--- src/rtl/f2u_pkg.sv ---
`timescale 1ns/1ps
package f2u_pkg;
  localparam int DEXP_W = 11;
  localparam int DMAN_W = 52;
  localparam int SEXP_W = 8;
  localparam int SMAN_W = 23;
  localparam int WIDE_W = 64;
  localparam int NARR_W = 32;
  localparam int OP_W   = 1 + DEXP_W + DMAN_W;
  localparam int SOP_W  = 1 + SEXP_W + SMAN_W;
  localparam int DBIAS  = (1 << (DEXP_W - 1)) - 1;
  localparam int SBIAS  = (1 << (SEXP_W - 1)) - 1;
  localparam int EXP_W  = DEXP_W + 2;
  localparam int SIG_W  = DMAN_W + 1;
  localparam int ALN_W  = WIDE_W + SIG_W;
  localparam int SH_W   = $clog2(WIDE_W + 1);

  typedef enum logic [1:0] {
    RM_NEAR = 2'b00,
    RM_ZERO = 2'b01,
    RM_PINF = 2'b10,
    RM_MINF = 2'b11
  } rmode_e;

  typedef enum logic [1:0] {
    TRAP_NONE    = 2'b00,
    TRAP_INVALID = 2'b01,
    TRAP_INEXACT = 2'b10
  } trap_e;

  typedef struct packed {
    logic                    sign;
    logic signed [EXP_W-1:0] exp;
    logic [SIG_W-1:0]        sig;
    logic                    nonzero;
    logic                    frac_nz;
  } fields_t;
endpackage

--- src/rtl/f2u_unpack.sv ---
`timescale 1ns/1ps
module f2u_unpack
  import f2u_pkg::*;
(
  input  logic [OP_W-1:0] operand,
  input  logic            src_dbl,
  output fields_t         fields
);
  logic [DEXP_W-1:0] d_ef;
  logic [DMAN_W-1:0] d_mf;
  logic [SEXP_W-1:0] s_ef;
  logic [SMAN_W-1:0] s_mf;

  assign d_ef = operand[OP_W-2 -: DEXP_W];
  assign d_mf = operand[DMAN_W-1:0];
  assign s_ef = operand[SOP_W-2 -: SEXP_W];
  assign s_mf = operand[SMAN_W-1:0];

  always_comb begin
    if (src_dbl) begin
      fields.sign    = operand[OP_W-1];
      fields.exp     = EXP_W'({{(EXP_W-DEXP_W){1'b0}}, d_ef}) - EXP_W'(DBIAS);
      fields.sig     = {1'b1, d_mf};
      fields.nonzero = |operand[OP_W-2:0];
      fields.frac_nz = |d_mf;
    end else begin
      fields.sign    = operand[SOP_W-1];
      fields.exp     = EXP_W'({{(EXP_W-SEXP_W){1'b0}}, s_ef}) - EXP_W'(SBIAS);
      fields.sig     = {1'b1, s_mf, {(DMAN_W-SMAN_W){1'b0}}};
      fields.nonzero = |operand[SOP_W-2:0];
      fields.frac_nz = |s_mf;
    end
  end
endmodule

--- src/rtl/f2u_align.sv ---
`timescale 1ns/1ps
module f2u_align
  import f2u_pkg::*;
(
  input  logic [SIG_W-1:0]        sig,
  input  logic signed [EXP_W-1:0] exp,
  output logic [WIDE_W-1:0]       int_part,
  output logic                    rnd,
  output logic                    stk
);
  logic            in_span;
  logic [SH_W-1:0] shamt;
  logic [ALN_W-1:0] stage [SH_W+1];

  // integer part sits above SIG_W fraction bits after shifting by exp+1
  assign in_span = (exp >= 0) && (exp < EXP_W'(WIDE_W));
  assign shamt   = in_span ? (exp[SH_W-1:0] + SH_W'(1)) : '0;
  assign stage[0] = {{WIDE_W{1'b0}}, sig};

  for (genvar k = 0; k < SH_W; k++) begin : g_shift
    assign stage[k+1] = shamt[k] ? (stage[k] << (2 ** k)) : stage[k];
  end

  assign int_part = stage[SH_W][ALN_W-1 -: WIDE_W];
  assign rnd      = stage[SH_W][SIG_W-1];
  assign stk      = |stage[SH_W][SIG_W-2:0];
endmodule

--- src/rtl/f2u_decide.sv ---
`timescale 1ns/1ps
module f2u_decide
  import f2u_pkg::*;
(
  input  logic                    sign,
  input  logic signed [EXP_W-1:0] exp,
  input  logic                    nonzero,
  input  logic                    frac_nz,
  input  logic                    dst_wide,
  input  rmode_e                  rmode,
  input  logic [WIDE_W-1:0]       int_part,
  input  logic                    rnd,
  input  logic                    stk,
  output logic [WIDE_W-1:0]       value,
  output logic                    raise_inv,
  output logic                    raise_inx
);
  localparam logic [WIDE_W-1:0] NARR_ONES = WIDE_W'({NARR_W{1'b1}});
  localparam logic [WIDE_W-1:0] WIDE_ONES = {WIDE_W{1'b1}};
  localparam logic [WIDE_W-1:0] ONE       = WIDE_W'(1);

  logic signed [EXP_W-1:0] top_exp;
  logic [WIDE_W-1:0]       dst_ones;
  logic                    frac;
  logic                    bump;
  logic [WIDE_W:0]         summed;
  logic                    carry;

  assign top_exp  = dst_wide ? EXP_W'(WIDE_W - 1) : EXP_W'(NARR_W - 1);
  assign dst_ones = dst_wide ? WIDE_ONES : NARR_ONES;
  assign frac     = rnd | stk;

  always_comb begin
    case (rmode)
      RM_PINF: bump = frac;
      RM_NEAR: bump = rnd & (stk | int_part[0]);
      default: bump = 1'b0;
    endcase
  end

  assign summed = {1'b0, int_part} + {{WIDE_W{1'b0}}, bump};
  assign carry  = dst_wide ? summed[WIDE_W] : summed[NARR_W];

  always_comb begin
    value     = '0;
    raise_inv = 1'b0;
    raise_inx = 1'b0;
    if (exp > top_exp) begin
      raise_inv = 1'b1;
      value     = sign ? '0 : dst_ones;
    end else if (exp >= 0) begin
      if (sign) begin
        raise_inv = 1'b1;
      end else if (carry) begin
        raise_inv = 1'b1;
        value     = dst_ones;
      end else begin
        raise_inx = frac;
        value     = summed[WIDE_W-1:0];
      end
    end else if (nonzero) begin
      raise_inx = 1'b1;
      case (rmode)
        RM_PINF: if (!sign) value = ONE;
        RM_MINF: if (sign) begin
          raise_inv = 1'b1;
          raise_inx = 1'b0;
        end
        RM_NEAR: if (exp == -1 && frac_nz) begin
          if (sign) begin
            raise_inv = 1'b1;
            raise_inx = 1'b0;
          end else begin
            value = ONE;
          end
        end
        default: value = '0;
      endcase
    end
  end
endmodule

--- src/rtl/f2u_convert.sv ---
`timescale 1ns/1ps
module f2u_convert
  import f2u_pkg::*;
(
  input  logic              clk,
  input  logic              rst_n,
  input  logic              in_valid,
  output logic              in_ready,
  input  logic [OP_W-1:0]   in_operand,
  input  logic              in_src_dbl,
  input  logic              in_dst_wide,
  input  logic [1:0]        in_rmode,
  input  logic              in_trap_inv_en,
  input  logic              in_trap_inx_en,
  output logic              out_valid,
  input  logic              out_ready,
  output logic [WIDE_W-1:0] out_result,
  output logic              out_write,
  output logic [1:0]        out_trap,
  output logic              flag_invalid,
  output logic              flag_inexact
);
  fields_t           fld;
  logic [WIDE_W-1:0] int_part;
  logic              rnd;
  logic              stk;
  logic [WIDE_W-1:0] value;
  logic              raise_inv;
  logic              raise_inx;
  trap_e             trap_d;
  trap_e             trap_q;
  logic              accept;

  f2u_unpack u_unpack (
    .operand (in_operand),
    .src_dbl (in_src_dbl),
    .fields  (fld)
  );

  f2u_align u_align (
    .sig      (fld.sig),
    .exp      (fld.exp),
    .int_part (int_part),
    .rnd      (rnd),
    .stk      (stk)
  );

  f2u_decide u_decide (
    .sign      (fld.sign),
    .exp       (fld.exp),
    .nonzero   (fld.nonzero),
    .frac_nz   (fld.frac_nz),
    .dst_wide  (in_dst_wide),
    .rmode     (rmode_e'(in_rmode)),
    .int_part  (int_part),
    .rnd       (rnd),
    .stk       (stk),
    .value     (value),
    .raise_inv (raise_inv),
    .raise_inx (raise_inx)
  );

  assign in_ready = !out_valid || out_ready;
  assign accept   = in_valid && in_ready;

  always_comb begin
    if (raise_inv)
      trap_d = in_trap_inv_en ? TRAP_INVALID : TRAP_NONE;
    else if (raise_inx && in_trap_inx_en)
      trap_d = TRAP_INEXACT;
    else
      trap_d = TRAP_NONE;
  end

  always_ff @(posedge clk or negedge rst_n) begin
    if (!rst_n) begin
      out_valid    <= 1'b0;
      out_result   <= '0;
      out_write    <= 1'b0;
      trap_q       <= TRAP_NONE;
      flag_invalid <= 1'b0;
      flag_inexact <= 1'b0;
    end else if (accept) begin
      out_valid  <= 1'b1;
      out_write  <= (trap_d == TRAP_NONE);
      out_result <= (trap_d == TRAP_NONE) ? value : '0;
      trap_q     <= trap_d;
      if (trap_d == TRAP_NONE) begin
        flag_invalid <= flag_invalid | raise_inv;
        flag_inexact <= flag_inexact | raise_inx;
      end
    end else if (out_ready) begin
      out_valid <= 1'b0;
    end
  end

  assign out_trap = trap_q;

  assert_hold_R1: assert property (@(posedge clk) disable iff (!rst_n)
    out_valid && !out_ready |=> out_valid && $stable(out_result) && $stable(out_write) && $stable(out_trap));

  assert_trap_nowrite_R10: assert property (@(posedge clk) disable iff (!rst_n)
    out_valid && trap_q != TRAP_NONE |-> !out_write && out_result == '0);

  assert_inv_sticky_R11: assert property (@(posedge clk) disable iff (!rst_n)
    flag_invalid |=> flag_invalid);

  assert_inx_sticky_R11: assert property (@(posedge clk) disable iff (!rst_n)
    flag_inexact |=> flag_inexact);

  assert_flag_rise_R11: assert property (@(posedge clk) disable iff (!rst_n)
    $rose(flag_invalid) || $rose(flag_inexact) |-> out_valid && out_write);
endmodule

--- config.mk ---
export PLATFORM = sky130hd
export DESIGN_NAME = f2u_convert
export DESIGN_NICKNAME = d
export VERILOG_FILES = /design/src/rtl/f2u_pkg.sv /design/src/rtl/f2u_unpack.sv /design/src/rtl/f2u_align.sv /design/src/rtl/f2u_decide.sv /design/src/rtl/f2u_convert.sv
export SDC_FILE = /design/constraint.sdc
export NUM_CORES = 1
export LEC_CHECK = 0
export BUFFER_PORTS_ARGS = -buffer_cell sky130_fd_sc_hd__buf_4
export CAP_MARGIN = 25
export CORE_MARGIN = 1.5
export CORE_UTILIZATION = 66
export DETAILED_ROUTE_END_ITERATION = 16
export GPL_TIMING_DRIVEN = 0
export PLACE_DENSITY = 0.89
export SYNTH_ARGS = -nofsm -noshare
export SYNTH_HDL_FRONTEND = slang
export SYNTH_HIERARCHICAL = 1
export SYNTH_SLANG_ARGS = --single-unit
--- constraint.sdc ---
create_clock -name clk -period 2.35 [get_ports clk]
set_input_delay 0.47 -clock clk [delete_from_list [all_inputs] [get_ports clk]]
set_output_delay 0.47 -clock clk [all_outputs]
set_load 0.01 [all_outputs]
==> results of run 1 <==
## stage by stage
step | hold slack [ns] | setup TNS [ns] | instances | cell area, sq um
floorplan | 0.1744 | -274.85 | 1792 | 13280
CTS | 0.2687 | -289.97 | 2311 | 17010
global placement | 0.4720 | -424.50 | 2193 | 14660
detailed placement | 0.4726 | -440.76 | 2194 | 14660
## metal layers
layer,GRT overflow,global-route usage [%]
met5,1,55.14
met4,40,75.15
met3,4,70.79
met2,34,92.90
met1,4,81.36
## what timing repair did
| action | CTS |
|---|---|
| cloned | 4 |
| gates resized for setup | 278 |
| pin swaps | 55 |
| endpoints found under the setup margin | 69 |
| endpoints found under the hold margin | 0 |
| setup buffers | 98 |
## cells by family after synthesis
group | after synthesis
other | 1
AND/OR/NAND/NOR | 742
AO/OA/AOI/OAI | 576
flip-flops | 70
buffers and inverters | 193
XOR/XNOR | 78
adder cells (fa/ha/maj) | 12
multiplexers | 120
==> impl_results.md, run 1 <==
* Outcome: stopped before the end
* Failed at: 5_1_grt
* Err: [ERROR GRT-0116] Global routing finished with congestion. Check the congestion regions in the DRC Viewer.
* Area share of the largest cell type after synthesis at 13.64%
* Die height at 142.5 um
* Fraction of synthesized area in multiplexers at 10.16%
* Worst slack, placed at -6.441 ns
* Total global-route track usage at 80.77%
* Register area share after synthesis at 13.64%
* Synth top cells by count: nor2_1, nand3_1, nand2_1, a21oi_1, o21ai_0
* Ports at 145
* Synth area leaders: dfrtp_1, nand3_1, mux2i_1, a21oi_1, nor2_1
* Number of synthesized flops with an enable pin at 0
* Count leader, synth: nor2_1
* Rows at 50
* Main combinational cell family by area after synthesis: compound AO/OA/AOI/OAI gates
* Leading area contributor after synthesis: dfrtp_1
* Overflow after GRT at 83
* Clock Root Buffer: clkbuf_16
* Initial Util at 67.99%
* Clk buf depth at 2
* Cells after Synth at 1792
* Ys flop type: dfrtp_1
* Largest net degree at the start of global routing at 71
* Seq cells post-synth at 70
* Syn Nets at 1878
* Clk sink count at 70
* Hold buffers post-CTS at 0
* Placer Congestion at 1.464
* Yosys cell types at 104
* Die width at 142.5 um
* Syn avg cell area at 7.168 sq um
* Async set-or-reset flop fraction in the synthesized netlist at 100.0%
* Synth Area in Adders at 1.169%
* Vias in the first global route at 21.20k
* H-tree depth at 3
* CTS buffer count at 9
* Synth Warn # at 6
* XOR/XNOR Fraction of Synth Area at 5.319%
* Half-perimeter wire length after placement at 45930 um
* First-pass GRT wire length at 123900 um
* Post-synthesis simple-gate area fraction at 29.81%
* Buffers on Ports at 141
* Synth Cell Area at 0.01284 sq mm
* Post-synthesis compound-gate area fraction at 32.55%
==> run 2: changes to the inputs <==
--- a/config.mk
+++ b/config.mk
@@ -8,10 +8,10 @@
 export BUFFER_PORTS_ARGS = -buffer_cell sky130_fd_sc_hd__buf_4
 export CAP_MARGIN = 25
 export CORE_MARGIN = 1.5
-export CORE_UTILIZATION = 66
+export CORE_UTILIZATION = 40
 export DETAILED_ROUTE_END_ITERATION = 16
 export GPL_TIMING_DRIVEN = 0
-export PLACE_DENSITY = 0.89
+export PLACE_DENSITY_LB_ADDON = 0.15
 export SYNTH_ARGS = -nofsm -noshare
 export SYNTH_HDL_FRONTEND = slang
 export SYNTH_HIERARCHICAL = 1
==> impl_results.md, run 2 <==
* Outcome: finished, violations left
* Failing checks: setup timing
* CP Launch Type: input pin
* Reg2reg end: out_result[12]
* Cell internal pwr at 3.679 mW
* Main combinational cell family by area after synthesis: compound AO/OA/AOI/OAI gates
* Syn avg cell area at 7.168 sq um
* Crit Path Category: input pin to flop
* Placer Congestion at 1.105
* Die area at 0.03320 sq mm
* Leak pwr at 7.083 nW
* Slew @ Worst Pin at 1.165 ns
* Routed Antenna Nets at 0
* CTS tree: built
* Fraction of synthesized area in multiplexers at 10.16%
* Buffers on Ports at 141
* Area share of the largest cell type after synthesis at 13.64%
* Largest register by flop count: out_result
* Synth area leaders: dfrtp_1, nand3_1, mux2i_1, a21oi_1, nor2_1
* Synth Cell Area at 0.01284 sq mm
* Crit-path slowest cell: mux2_2
* DR iter-0 viols at 3018
* Final hold vios at 0
* Initial Util at 40.71%
* CP dominant cell by count: buf_4
* Vias at 18.57k
* H-tree depth at 3
* Residual DRC at 0
* Required @ worst endpoint at 2.63 ns
* Pre-antenna DRT Iters at 9
* Switching power at 3.013 mW
* Critical Path AT at 7.31 ns
* Worst hold slack at 0.2130 ns
* Largest net degree at the start of global routing at 71
* Most frequent cells in the layout: buf_4, nor2_1, nand3_1, nand2_1, a21oi_1
* Leading area contributor after synthesis: dfrtp_1
* Switch share at 45.03%
* Clk buf depth at 2
* CP endpoint: out_result[15]
* Synth Warn # at 6
* R2R depth at 5
* CTS buffer count at 9
* Period minus WS final at 7.027 ns
* Register area share after synthesis at 13.64%
* Maxcap violations at 0
* Peak VDD IR at 0.4439 mV
* CP Max Fanout at 10
* XOR/XNOR Fraction of Synth Area at 5.319%
* RSZ-0062 raised after global routing: true
* Most common cell after layout, fill and taps aside: buf_4
* Post-synthesis simple-gate area fraction at 29.81%
* Clock transition at the registers of the reported paths at 0.06 ns
* Final setup violation count at 69
* Clock power share at 21.5%
* Crit. End Element: flop
* Core area at 0.03156 sq mm
* Max FFs per register at 64
* Total global-route track usage at 47.13%
* Reg-to-reg setup timing slack at 0.63 ns
* Syn Nets at 1878
* Rows at 65
* Pwr dens at 346.4 mW/mm^2
* Yosys cell types at 104
* Vias per cell at 7.285
* Clk sink count at 70
* Nets@finish at 2226
* FF-to-FF Start: out_valid
* Final Cycle Share at 299.0%
* Total Wirelength at 81090 um
* Synth top cells by count: nor2_1, nand3_1, nand2_1, a21oi_1, o21ai_0
* Half-perimeter wire length after placement at 60000 um
* Vias in the first global route at 17.76k
* Post-synthesis compound-gate area fraction at 32.55%
* Ys flop type: dfrtp_1
* Synth Area in Adders at 1.169%
* Count leader, synth: nor2_1
* Number of synthesized flops with an enable pin at 0
* Critical Path Start: in_src_dbl
* CP top delay family: compound AO/OA/AOI/OAI gates
* Seq pwr share at 20.5%
* Post-layout util at 61.21%
* Die height at 182.2 um
* Worst min path class: input pin to async pin
* First-pass GRT wire length at 115600 um
* Worst-Skew Late Latency at 0.36 ns
* Slowest stage delay, CP at 0.43 ns
* Fmax at 0.1423 GHz
* Slew HR at 21.54%
* Async set-or-reset flop fraction in the synthesized netlist at 100.0%
* Ports at 145
* Critical path buffers and inverters at 10
* Comb power frac at 58.0%
* Clock Root Buffer: clkbuf_16
* Routed len/inst at 31.81 um
* Initial antenna violation count at 1
* Layout area overhead at 50.38%
* Overflow after GRT at 0
* Setup Skew at 0.007022 ns
* Die width at 182.2 um
* Cells after Synth at 1792
* Fraction of layout cells with a size suffix above 1 at 42.05%
* Worst setup slack after layout at -4.677 ns
* Final Max Slew Viols at 0
* Worst path depth at 33
* Seq cells post-synth at 70
==> run 2: worst min path at each step <==
stage / from / slack [ns] / cells past startpoint / to
after global placement: flag_invalid / 0.46 / 1 / flag_invalid
after detailed placement: out_result[20] / 0.47 / 1 / out_result[20]
after global routing: rst_n / 0.31 / 1 / out_result[31]
after floorplan: rst_n / 0.17 / 0 / flag_inexact
after CTS: rst_n / 0.25 / 1 / out_result[30]
final: rst_n / 0.21 / 1 / out_result[31]
==> run 2: cells by family after synthesis <==
kind of cell               count (synthesis)
other                                      1
buffers and inverters                    193
DFF                                       70
AOI/OAI and AO/OA                        576
muxes                                    120
and+or+nand+nor                          742
xor gates and xnor gates                  78
adders and majority gates                 12
==> run 2: layout make-up <==
cell class	instances	area, sq um
diodes	2	5.005
plain buffers	160	1419
clock buffers	10	229.0
clock inverters	6	70.07
fillers	2739	12240
inverters	31	132.6
multi-input cells	1529	12410
flip-flops and latches	70	1752
well taps	402	503.0
repair buffers	339	2791
==> run 2: what timing repair did <==
item                                   4_1_cts  5_1_grt
buffers inserted                           161       29
pin swaps                                   92       45
gates resized for setup                    474       87
endpoints found under the hold margin        0        0
setup endpoints to repair                   69       69
hold buffers                                 0        0
gates cloned                                 4        1
==> run 2: power by group through the flow <==
stage	logic, mW	registers (mW)	clock network (mW)
after detailed placement	2.71	1.38	0
after CTS	3.49	1.37	1.45
final	3.88	1.37	1.44
after global placement	2.72	1.37	0
after floorplan	1.57	1.41	0
after global routing	3.94	1.38	1.49
==> run 2: through the flow <==
step           worst slack (ns)  TNS [ns]  total power [mW]  area [sq um]  std cells
2_1_floorplan            -4.013   -274.85             2.984         13280       1792
3_3_place_gp             -7.126   -488.60             4.094         14840       2335
3_5_place_dp             -6.993   -478.59             4.088         14870       2338
4_1_cts                  -4.261   -290.86             6.307         18630       2518
5_1_grt                  -4.799   -327.29             6.815         19310       2547
6_report                 -4.677   -318.57             6.692         19320       2549
==> run 2: layer usage <==
metal	wire [um]	track usage (%)
met5	0	0
met4	5000	24.53
met3	12500	18.82
met2	32750	66.85
met1	30850	61.11
Note: power is estimated with default switching activity, not from simulation.
==> run 3: changes to the inputs <==
--- a/config.mk
+++ b/config.mk
@@ -12,7 +12,9 @@
 export DETAILED_ROUTE_END_ITERATION = 16
 export GPL_TIMING_DRIVEN = 0
 export PLACE_DENSITY_LB_ADDON = 0.15
+export SLEW_MARGIN = 20
 export SYNTH_ARGS = -nofsm -noshare
 export SYNTH_HDL_FRONTEND = slang
 export SYNTH_HIERARCHICAL = 1
 export SYNTH_SLANG_ARGS = --single-unit
+export TNS_END_PERCENT = 50
==> impl_results.md, run 3 (synthesis results as in run 2) <==
* Crit-path slowest cell: or4_4
* Die width at 182.2 um
* Worst setup slack after layout at -4.822 ns
* R2R depth at 5
* Buffers on Ports at 141
* Largest register by flop count: out_result
* Worst hold slack at 0.2329 ns
* Layout area overhead at 49.93%
* Largest net degree at the start of global routing at 71
* CP dominant cell by count: buf_12
* Required @ worst endpoint at 2.62 ns
* DR iter-0 viols at 3434
* Initial antenna violation count at 1
* Metal2 WL at 33540 um
* Reg-to-reg setup timing slack at 0.55 ns
* CTS buffer count at 9
* FF-to-FF Start: out_valid
* Pwr dens at 355.9 mW/mm^2
* Nets@finish at 2207
* Vias at 18.75k
* Final setup violation count at 69
* Clk sink count at 70
* Final Cycle Share at 305.2%
* Post-layout power at 6.853 mW
* Die height at 182.2 um
* Outcome: finished, violations left
* Critical Path Start: in_operand[61]
* Routed Antenna Nets at 0
* Leak pwr at 7.039 nW
* Vias in the first global route at 17.68k
* Setup Skew at 0.01580 ns
* CP Launch Type: input pin
* Critical Path AT at 7.45 ns
* Die area at 0.03320 sq mm
* Peak VDD IR at 0.3588 mV
* Critical path buffers and inverters at 7
* Reg2reg end: out_result[15]
* Routed len/inst at 32.80 um
* CTS tree: built
* Final Max Slew Viols at 0
* Crit Path Category: input pin to flop
* Clock transition at the registers of the reported paths at 0.07 ns
* Overflow after GRT at 0
* First-pass GRT wire length at 117000 um
* Period minus WS final at 7.172 ns
* Most common cell after layout, fill and taps aside: buf_4
* Slew @ Worst Pin at 1.018 ns
* Crit. End Element: flop
* Final hold vios at 0
* Core area at 0.03156 sq mm
* Setup TNS at -327.71 ns
* Worst path depth at 30
* Failing checks: setup timing
* DR top layer: met5
* Total global-route track usage at 47.55%
* Met1 WL at 31840 um
* CP Max Fanout at 9
* Most frequent cells in the layout: buf_4, nand3_1, nor2_1, nand2_1, a21oi_1
* Clock Root Buffer: clkbuf_16
* Max FFs per register at 64
* Vias per cell at 7.414
* H-tree depth at 3
* Rows at 65
* CP top delay family: simple AND/OR/NAND/NOR gates
* Residual DRC at 0
* CP endpoint: out_result[10]
* Slew HR at 31.71%
* Fmax at 0.1394 GHz
* Slowest stage delay, CP at 0.52 ns
* Pre-antenna DRT Iters at 7
* Total Wirelength at 82960 um
* Area after DPL at 0.01488 sq mm
* Met3 WL at 12860 um
* Placer Congestion at 1.119
* Fraction of layout cells with a size suffix above 1 at 40.69%
* Final instance area at 0.01926 sq mm
* Ports at 145
* Half-perimeter wire length after placement at 60730 um
* Worst-Skew Late Latency at 0.35 ns
* RSZ-0062 raised after global routing: true
* Worst min path class: input pin to async pin
* Clk buf depth at 2
* Maxcap violations at 0
* Initial Util at 40.71%
-- run 3: timing repair --
| item | CTS | global route |
|---|---|---|
| pin swaps | 84 | 33 |
| gates resized for setup | 441 | 87 |
| setup endpoints to repair | 69 | 69 |
| hold buffers | 0 | 0 |
| cloned | 4 | 5 |
| buffers inserted | 144 | 25 |
-- run 3: worst min path at each step --
stage | from | slack [ns] | end
final | rst_n | 0.23 | out_result[27]
after global routing | rst_n | 0.33 | out_result[27]
after CTS | rst_n | 0.26 | out_result[28]
after detailed placement | flag_invalid | 0.46 | flag_invalid
after global placement | flag_invalid | 0.46 | flag_invalid
after floorplan | rst_n | 0.17 | flag_inexact
-- run 3: per-layer routing --
| layer | vias to the layer above | global-route usage [%] |
|---|---|---|
| met5 | - | 0 |
| met4 | 2 | 19.67 |
| met3 | 441 | 17.86 |
| met2 | 1743 | 69.44 |
| met1 | 9026 | 62.66 |
| li1 | 7539 | - |
-- run 3: final cells by class --
| cell class | count | area (sq um) |
|---|---|---|
| Timing Repair Buffer | 321 | 2699 |
| Fill cell | 2759 | 12300 |
| Tap cell | 402 | 503.0 |
| Buffer | 159 | 1363 |
| Sequential cell | 70 | 1752 |
| Clock inverter | 6 | 93.84 |
| Antenna cell | 1 | 2.502 |
| Inverter | 31 | 132.6 |
| Clock buffer | 10 | 229.0 |
| Multi-Input combinational cell | 1529 | 12480 |
-- run 3: power by group --
part / internal, mW / switching, mW / total [mW]
Sequential: 1.29 / 0.0917 / 1.39
Combinational: 1.55 / 2.34 / 3.89
Clock: 0.942 / 0.638 / 1.58
Total: 3.79 / 3.07 / 6.85
-- run 3: through the flow --
stage	util (%)	cells	setup WS (ns)
2_1_floorplan	-	1792	-4.013
3_3_place_gp	47.02	2335	-7.217
3_5_place_dp	47.15	2337	-7.198
4_1_cts	58.28	2500	-4.329
5_1_grt	61.02	2528	-4.908
6_report	61.03	2529	-4.822
